## src/rtl/trkfmt_pkg.sv

```systemverilog
package trkfmt_pkg;
   localparam int unsigned BYTE_W        = 8;
   localparam logic [3:0]  OP_FREE_WRITE = 4'hB;
   localparam logic [7:0]  ID_MARK       = 8'hFE;
   localparam logic [7:0]  GAP_FILL      = 8'hE5;
   localparam int unsigned ID_BYTES      = 5;   // mark + track + zero + sector + zero
endpackage

```

## src/rtl/trkfmt_nibble_pick.sv

```systemverilog
module trkfmt_nibble_pick #(
   parameter int unsigned BYTE_W = 8,
   localparam int unsigned NIB_W = BYTE_W / 2
) (
   input  logic [BYTE_W-1:0] byte_i,
   output logic [NIB_W-1:0]  nib_o
);
   if ((BYTE_W % 2) != 0 || BYTE_W < 2) begin : g_bad_width
      $error("trkfmt_nibble_pick: BYTE_W must be even and at least 2");
   end

   // data bits sit on even positions, clock bits on odd ones
   for (genvar g = 0; g < NIB_W; g++) begin : g_pick
      assign nib_o[g] = byte_i[2*g];
   end
endmodule

```

## src/rtl/trkfmt_field_hunt.sv

```systemverilog
module trkfmt_field_hunt #(
   parameter int unsigned BYTE_W      = 8,
   parameter int unsigned FIELD_BYTES = 5,
   parameter logic [BYTE_W-1:0] MARK  = 8'hFE,
   parameter int unsigned TRK_POS     = 1,
   parameter int unsigned ZA_POS      = 2,
   parameter int unsigned SEC_POS     = 3,
   parameter int unsigned ZB_POS      = 4,
   localparam int unsigned NIB_W      = BYTE_W / 2,
   localparam int unsigned LAST_IDX   = 2 * FIELD_BYTES - 1,
   localparam int unsigned IDX_W      = $clog2(LAST_IDX + 1)
) (
   input  logic              clk,
   input  logic              rst_n,
   input  logic              clr_i,
   input  logic              wr_i,
   input  logic [NIB_W-1:0]  nib_i,
   output logic              hit_o,
   output logic [BYTE_W-1:0] track_o,
   output logic [BYTE_W-1:0] sector_o
);
   if (FIELD_BYTES < 2) begin : g_bad_len
      $error("trkfmt_field_hunt: FIELD_BYTES must be at least 2");
   end
   if (TRK_POS == 0 || TRK_POS >= FIELD_BYTES || SEC_POS == 0 || SEC_POS >= FIELD_BYTES ||
       ZA_POS == 0 || ZA_POS >= FIELD_BYTES || ZB_POS == 0 || ZB_POS >= FIELD_BYTES) begin : g_bad_pos
      $error("trkfmt_field_hunt: field positions must lie after the mark byte");
   end

   logic [FIELD_BYTES-1:0][BYTE_W-1:0] buf_q, buf_n;
   logic [IDX_W-1:0] idx_q, idx_n;
   logic             hit;

   always_comb begin
      buf_n = buf_q;
      idx_n = idx_q;
      hit   = 1'b0;
      if (clr_i) begin
         buf_n = '0;
         idx_n = '0;
      end else if (wr_i) begin
         for (int b = 0; b < FIELD_BYTES; b++) begin
            if ((idx_q >> 1) == IDX_W'(b)) begin
               buf_n[b] = {buf_q[b][NIB_W-1:0], nib_i};
            end
         end
         if (idx_q == '0) begin
            if (buf_n[0] == MARK) idx_n = IDX_W'(2);
         end else if (idx_q == IDX_W'(LAST_IDX)) begin
            idx_n = '0;
            hit   = (buf_n[ZA_POS] == '0) && (buf_n[ZB_POS] == '0);
         end else begin
            idx_n = idx_q + 1'b1;
         end
      end
   end

   always_ff @(posedge clk) begin
      if (!rst_n) begin
         buf_q <= '0;
         idx_q <= '0;
      end else begin
         buf_q <= buf_n;
         idx_q <= idx_n;
      end
   end

   assign hit_o    = hit;
   assign track_o  = buf_n[TRK_POS];
   assign sector_o = buf_n[SEC_POS];


   clr_restart_chk: assert property (@(posedge clk) disable iff (!rst_n)
      clr_i |=> (idx_q == '0));

   hunt_resume_chk: assert property (@(posedge clk) disable iff (!rst_n)
      hit_o |=> (idx_q == '0));
endmodule

```

## src/rtl/trkfmt_id_decoder.sv

```systemverilog
module trkfmt_id_decoder
   import trkfmt_pkg::*;
#(
   parameter int unsigned BYTE_W       = trkfmt_pkg::BYTE_W,
   parameter logic [3:0]  FMT_OP       = OP_FREE_WRITE,
   parameter int unsigned FMT_FLAG_BIT = 4,
   parameter logic [BYTE_W-1:0] MARK   = ID_MARK,
   parameter logic [BYTE_W-1:0] FILLER = GAP_FILL,
   localparam int unsigned NIB_W       = BYTE_W / 2
) (
   input  logic              clk,
   input  logic              rst_n,
   input  logic              cmd_wr,
   input  logic [BYTE_W-1:0] cmd_val,
   input  logic              dout_wr,
   input  logic [BYTE_W-1:0] dout_val,
   output logic              fmt_req,
   output logic [BYTE_W-1:0] fmt_track,
   output logic [BYTE_W-1:0] fmt_sector,
   output logic [BYTE_W-1:0] fmt_filler,
   output logic              data_req
);
   if (FMT_FLAG_BIT < 4 || FMT_FLAG_BIT >= BYTE_W) begin : g_bad_flag
      $error("trkfmt_id_decoder: format flag must sit above the opcode nibble");
   end

   logic [BYTE_W-1:0] cmd_q;
   logic              fmt_on;
   logic              take;
   logic [NIB_W-1:0]  nib;
   logic              hit;
   logic [BYTE_W-1:0] trk_n, sec_n;

   assign fmt_on = (cmd_q[3:0] == FMT_OP) && cmd_q[FMT_FLAG_BIT];
   assign take   = dout_wr && !cmd_wr && fmt_on;

   always_ff @(posedge clk) begin
      if (!rst_n) begin
         cmd_q    <= '0;
         data_req <= 1'b0;
      end else if (cmd_wr) begin
         cmd_q    <= cmd_val;
         data_req <= (cmd_val[3:0] == FMT_OP);
      end
   end

   trkfmt_nibble_pick #(.BYTE_W(BYTE_W)) pick_i (
      .byte_i (dout_val),
      .nib_o  (nib)
   );

   trkfmt_field_hunt #(
      .BYTE_W      (BYTE_W),
      .FIELD_BYTES (ID_BYTES),
      .MARK        (MARK)
   ) hunt_i (
      .clk      (clk),
      .rst_n    (rst_n),
      .clr_i    (cmd_wr),
      .wr_i     (take),
      .nib_i    (nib),
      .hit_o    (hit),
      .track_o  (trk_n),
      .sector_o (sec_n)
   );

   always_ff @(posedge clk) begin
      if (!rst_n) begin
         fmt_req    <= 1'b0;
         fmt_track  <= '0;
         fmt_sector <= '0;
         fmt_filler <= '0;
      end else begin
         fmt_req <= hit;
         if (hit) begin
            fmt_track  <= trk_n;
            fmt_sector <= sec_n;
            fmt_filler <= FILLER;
         end
      end
   end


   req_pulse_chk: assert property (@(posedge clk) disable iff (!rst_n)
      fmt_req |=> !fmt_req);

   req_hold_chk: assert property (@(posedge clk) disable iff (!rst_n)
      !fmt_req |-> ($stable(fmt_track) && $stable(fmt_sector) && $stable(fmt_filler)));

   cmd_wins_chk: assert property (@(posedge clk) disable iff (!rst_n)
      (!dout_wr || cmd_wr) |=> !fmt_req);

   idle_quiet_chk: assert property (@(posedge clk) disable iff (!rst_n)
      !fmt_on |=> !fmt_req);

   dreq_steady_chk: assert property (@(posedge clk) disable iff (!rst_n)
      !cmd_wr |=> $stable(data_req));
endmodule

```

## config.mk

```make
export PLATFORM = sky130hd
export DESIGN_NAME = trkfmt_id_decoder
export DESIGN_NICKNAME = d
export VERILOG_FILES = /design/src/rtl/trkfmt_pkg.sv /design/src/rtl/trkfmt_nibble_pick.sv /design/src/rtl/trkfmt_field_hunt.sv /design/src/rtl/trkfmt_id_decoder.sv
export SDC_FILE = /design/constraint.sdc
export NUM_CORES = 1
export LEC_CHECK = 0
export ABC_AREA = 0
export ABC_CLOCK_PERIOD_IN_PS = 2200
export BUFFER_PORTS_ARGS = -buffer_cell sky130_fd_sc_hd__buf_2
export CAP_MARGIN = 30
export CORE_ASPECT_RATIO = 0.5
export CORE_MARGIN = 8
export CORE_UTILIZATION = 49
export DETAILED_ROUTE_END_ITERATION = 8
export GPL_TIMING_DRIVEN = 1
export HOLD_SLACK_MARGIN = 0.02
export PLACE_DENSITY = 0.74
export SKIP_LAST_GASP = 1
export SYNTH_ARGS = -nofsm -noshare
export SYNTH_HDL_FRONTEND = slang
export SYNTH_SLANG_ARGS = --single-unit
```

## constraint.sdc

```tcl
create_clock -name clk -period 2.2 [get_ports clk]
set_input_delay 0 -clock clk [delete_from_list [all_inputs] [get_ports clk]]
set_output_delay 0 -clock clk [all_outputs]
set_load 0.01 [all_outputs]
```

==> impl_metrics.env <==
export IMPL_ys_async_rst_share_pct=0
export IMPL_clk_latency_ps=340
export IMPL_detail_route_first_pass_iterations=4
export IMPL_dpl_cell_count=372
export IMPL_min_period_over_period_pct=96.5
export IMPL_regToRegSetupSlack_ps=80
export IMPL_met2_wirelength_mm=2.99
export IMPL_floorplan_die_height_um=67.0
export IMPL_grt_start_max_net_pins=34
export IMPL_achievable_frequency_mhz=471
export IMPL_synthAdderAreaFrac_pct=0
export IMPL_post_synth_xor_area_fraction_pct=0.343
export IMPL_die_w_um=118
export IMPL_fp_coreArea_sq_um=4980
export IMPL_groute_usage_overall_pct=16.1
export IMPL_antenna_cells_inserted=0
export IMPL_detailroute_via_count=2164
export IMPL_place_worst_setup_slack_ps=-26.4
export IMPL_synth_ff_latch_count=60
export IMPL_wl_per_cell_um=15.8
export IMPL_status="finished, final reports clean"
export IMPL_core_rowCount=18
export IMPL_combinational_family_with_the_most_area_after_synthesis="simple AND/OR/NAND/NOR gates"
export IMPL_arrival_ps=2390
export IMPL_syn_inst=282
export IMPL_io_pin_count=46
export IMPL_min_path_type="input port to flop"
export IMPL_mostFrequentLayoutCell="dfxtp_1"
export IMPL_mappedNetlistArea_sq_um=2550
export IMPL_power_density_cell_area_nw_per_um2=672
export IMPL_route_detailed_drc=0
export IMPL_route_layer_met1_wl_mm=2.95
export IMPL_tritoncts_num_buffers=9
export IMPL_crit_type="flop to flop"
export IMPL_initial_util_pct=51.3
export IMPL_worst_clock_skew_ps=12.1
export IMPL_timing_final_crit_period_ps=2120
export IMPL_global_route_wire_length_before_repair_mm=10.3
export IMPL_hold_worst_slack_ps=265
export IMPL_postSynth_topFlopCell="dfxtp_1"
export IMPL_synth_edf_count=0
export IMPL_detail_route_vias_per_cell=5.34
export IMPL_tritoncts="done"
export IMPL_dpl_hpwl_mm=3.77
export IMPL_critical_path_startpoint_type="flop"
export IMPL_initial_antenna_violation_count=0
export IMPL_postLayoutCoreUtil_pct=64.6
export IMPL_drt_wl_total_mm=6.39
export IMPL_grt_pass1_vias=2155
export IMPL_global_route_overflow_total=0
export IMPL_synth_compound_area_share_pct=16.3
export IMPL_detail_route_antenna_nets=0
export IMPL_cts_root_buf="clkbuf_8"
export IMPL_timing_rr_start="hunt_i.idx_q[1]"
export IMPL_wl_met3_um=331
export IMPL_gp_routability_congestion=0.791
export IMPL_ir_drop_mv=0.418
export IMPL_syn_to_final_growth_pct=26.0
export IMPL_post_layout_nonfiller_instances=405
export IMPL_report_final_hold_viol_count=0
export IMPL_synthesis_yosys_warnings=0
export IMPL_num_nets_final=350
export IMPL_worst_endpoint_required_ps=2460
export IMPL_worst_setup_path_end_kind="flop"
export IMPL_totalNegativeSetupSlack_ps=0
export IMPL_maxCapViolations=0
export IMPL_synth_mux_area_share_pct=5.10
export IMPL_timing_critical_path_fanout_max=8
export IMPL_synth_area_per_cell_sq_um=9.05
export IMPL_io_buffer_count=35
export IMPL_drt_iter0_markers=107
export IMPL_synth_lib_cells_used_distinct=40
export IMPL_crit_path_start="hunt_i.idx_q[1]"
export IMPL_critical_path_reg2reg_endpoint="fmt_track[7]"
export IMPL_cts_num_sinks=60
export IMPL_maximum_clock_path_buffer_count=2
export IMPL_synth_top_cell_area_share_pct=47.1
export IMPL_worst_slew_margin_rel_pct=56.7
export IMPL_report_final_setup_viol=0
export IMPL_synth_area_top_cells="dfxtp_1 (47%), nor2_1 (8.1%), a211oi_2 (5.9%), nor3b_1 (5.3%), mux2i_1 (5.1%)"
export IMPL_reg2reg_depth=7
export IMPL_cellLeakagePower_nw=1.22
export IMPL_topRoutingLayerUsed="met4"
export IMPL_clk_transition_reported_paths_ps=70
export IMPL_synth_top_cell_by_area="dfxtp_1"
export IMPL_synth_simple_area_share_pct=24.4
export IMPL_cts_htree_levels=3
export IMPL_share_of_cells_above_drive_strength_1_pct=27.2
export IMPL_final_max_slew_violation_count=0
export IMPL_layout_common_cells="dfxtp_1 (57), nor2_1 (55), buf_2 (35), a21oi_1 (20)"
export IMPL_die_area_sq_um=7910
export IMPL_final_setup_worst_slack_ps=77.8
export IMPL_cp_endpoint="fmt_track[7]"
export IMPL_synth_sequential_area_ratio_pct=47.1
export IMPL_tightestPinTransition_ps=648
==> flip-flops by register name (all words and copies together) (netlist names) <==
register	flops
fmt_sector	8
fmt_filler	1
hunt_i.idx_q	4
fmt_track	8
cmd_q	5
hunt_i.buf_q	32
fmt_req	1
data_req	1
==> synthesized netlist by cell type, types with 4 or more instances <==
cell type,number
a211oi_1,4
clkbuf_1,14
nand2_1,18
a21oi_1,20
a31oi_1,9
inv_1,4
nor2b_1,5
nor3_1,4
nor3b_1,18
a211oi_2,12
buf_4,8
dfxtp_1,60
nor2_1,55
o21ai_0,5
mux2i_1,13
==> worst max-delay path: stages, from the launching register on <==
cell       delay, ps
dfxtp_2          320
or3b_4           380
a2111o_1         460
a2111oi_4        300
buf_6            200
clkbuf_16        170
nor2_1            50
a211oi_2         180
==> worst min-delay path by stage <==
stage / from / end / slack [ps] / depth (start not counted)
finish: cmd_wr / cmd_q[4] / 260 / 4
global route: cmd_wr / cmd_q[4] / 270 / 4
CTS: cmd_wr / cmd_q[4] / 250 / 4
detailed placement: cmd_val[4] / cmd_q[4] / 260 / 3
global placement: rst_n / fmt_req / 230 / 2
floorplan: rst_n / fmt_req / 120 / 1
==> layer usage <==
metal  global-route usage [%]  vias up
li1                         -     1065
met1                     18.8     1028
met2                     27.1       60
met3                     4.47       11
met4                     9.16        0
met5                        0        -
==> kinds of logic (layout without fill, tap and decap cells) <==
logic type	after synthesis	after routing
multiplexers	13	13
AND/OR/NAND/NOR	121	121
XOR/XNOR	1	1
flip-flops	60	60
buffers and inverters	32	83
other	1	3
AO/OA/AOI/OAI	54	54
==> through the flow <==
stage / power (mW) / area, sq um
2_1_floorplan: 1.17 / 2560
3_3_place_gp: 1.19 / 2760
3_5_place_dp: 1.19 / 2760
4_1_cts: 2.16 / 3100
5_1_grt: 2.23 / 3210
6_report: 2.16 / 3210
==> area by class of cell <==
class / instances / area (sq um)
Clock buffer: 12 / 145
Clock inverter: 4 / 48.8
Fill cell: 391 / 1760
Inverter: 4 / 15.0
Multi-Input combinational cell: 192 / 1200
Sequential cell: 60 / 1200
Tap cell: 70 / 87.6
Timing Repair Buffer: 63 / 512
==> power breakdown <==
part	total (mW)	switching, mW	internal [mW]
combinational	0.0917	0.0568	0.0349
clock	0.973	0.420	0.553
sequential	1.09	0.00300	1.09
==> what timing repair did <==
action | 4_1_cts | 5_1_grt
gates resized for setup | 0 | 8
pin swaps | 1 | 9
hold endpoints to repair | 16 | 0
hold buffers | 10 | 0
setup buffers | 1 | 2
gates cloned | 1 | 3
endpoints found under the setup margin | 15 | 18
(Power assumes the default switching activity.)
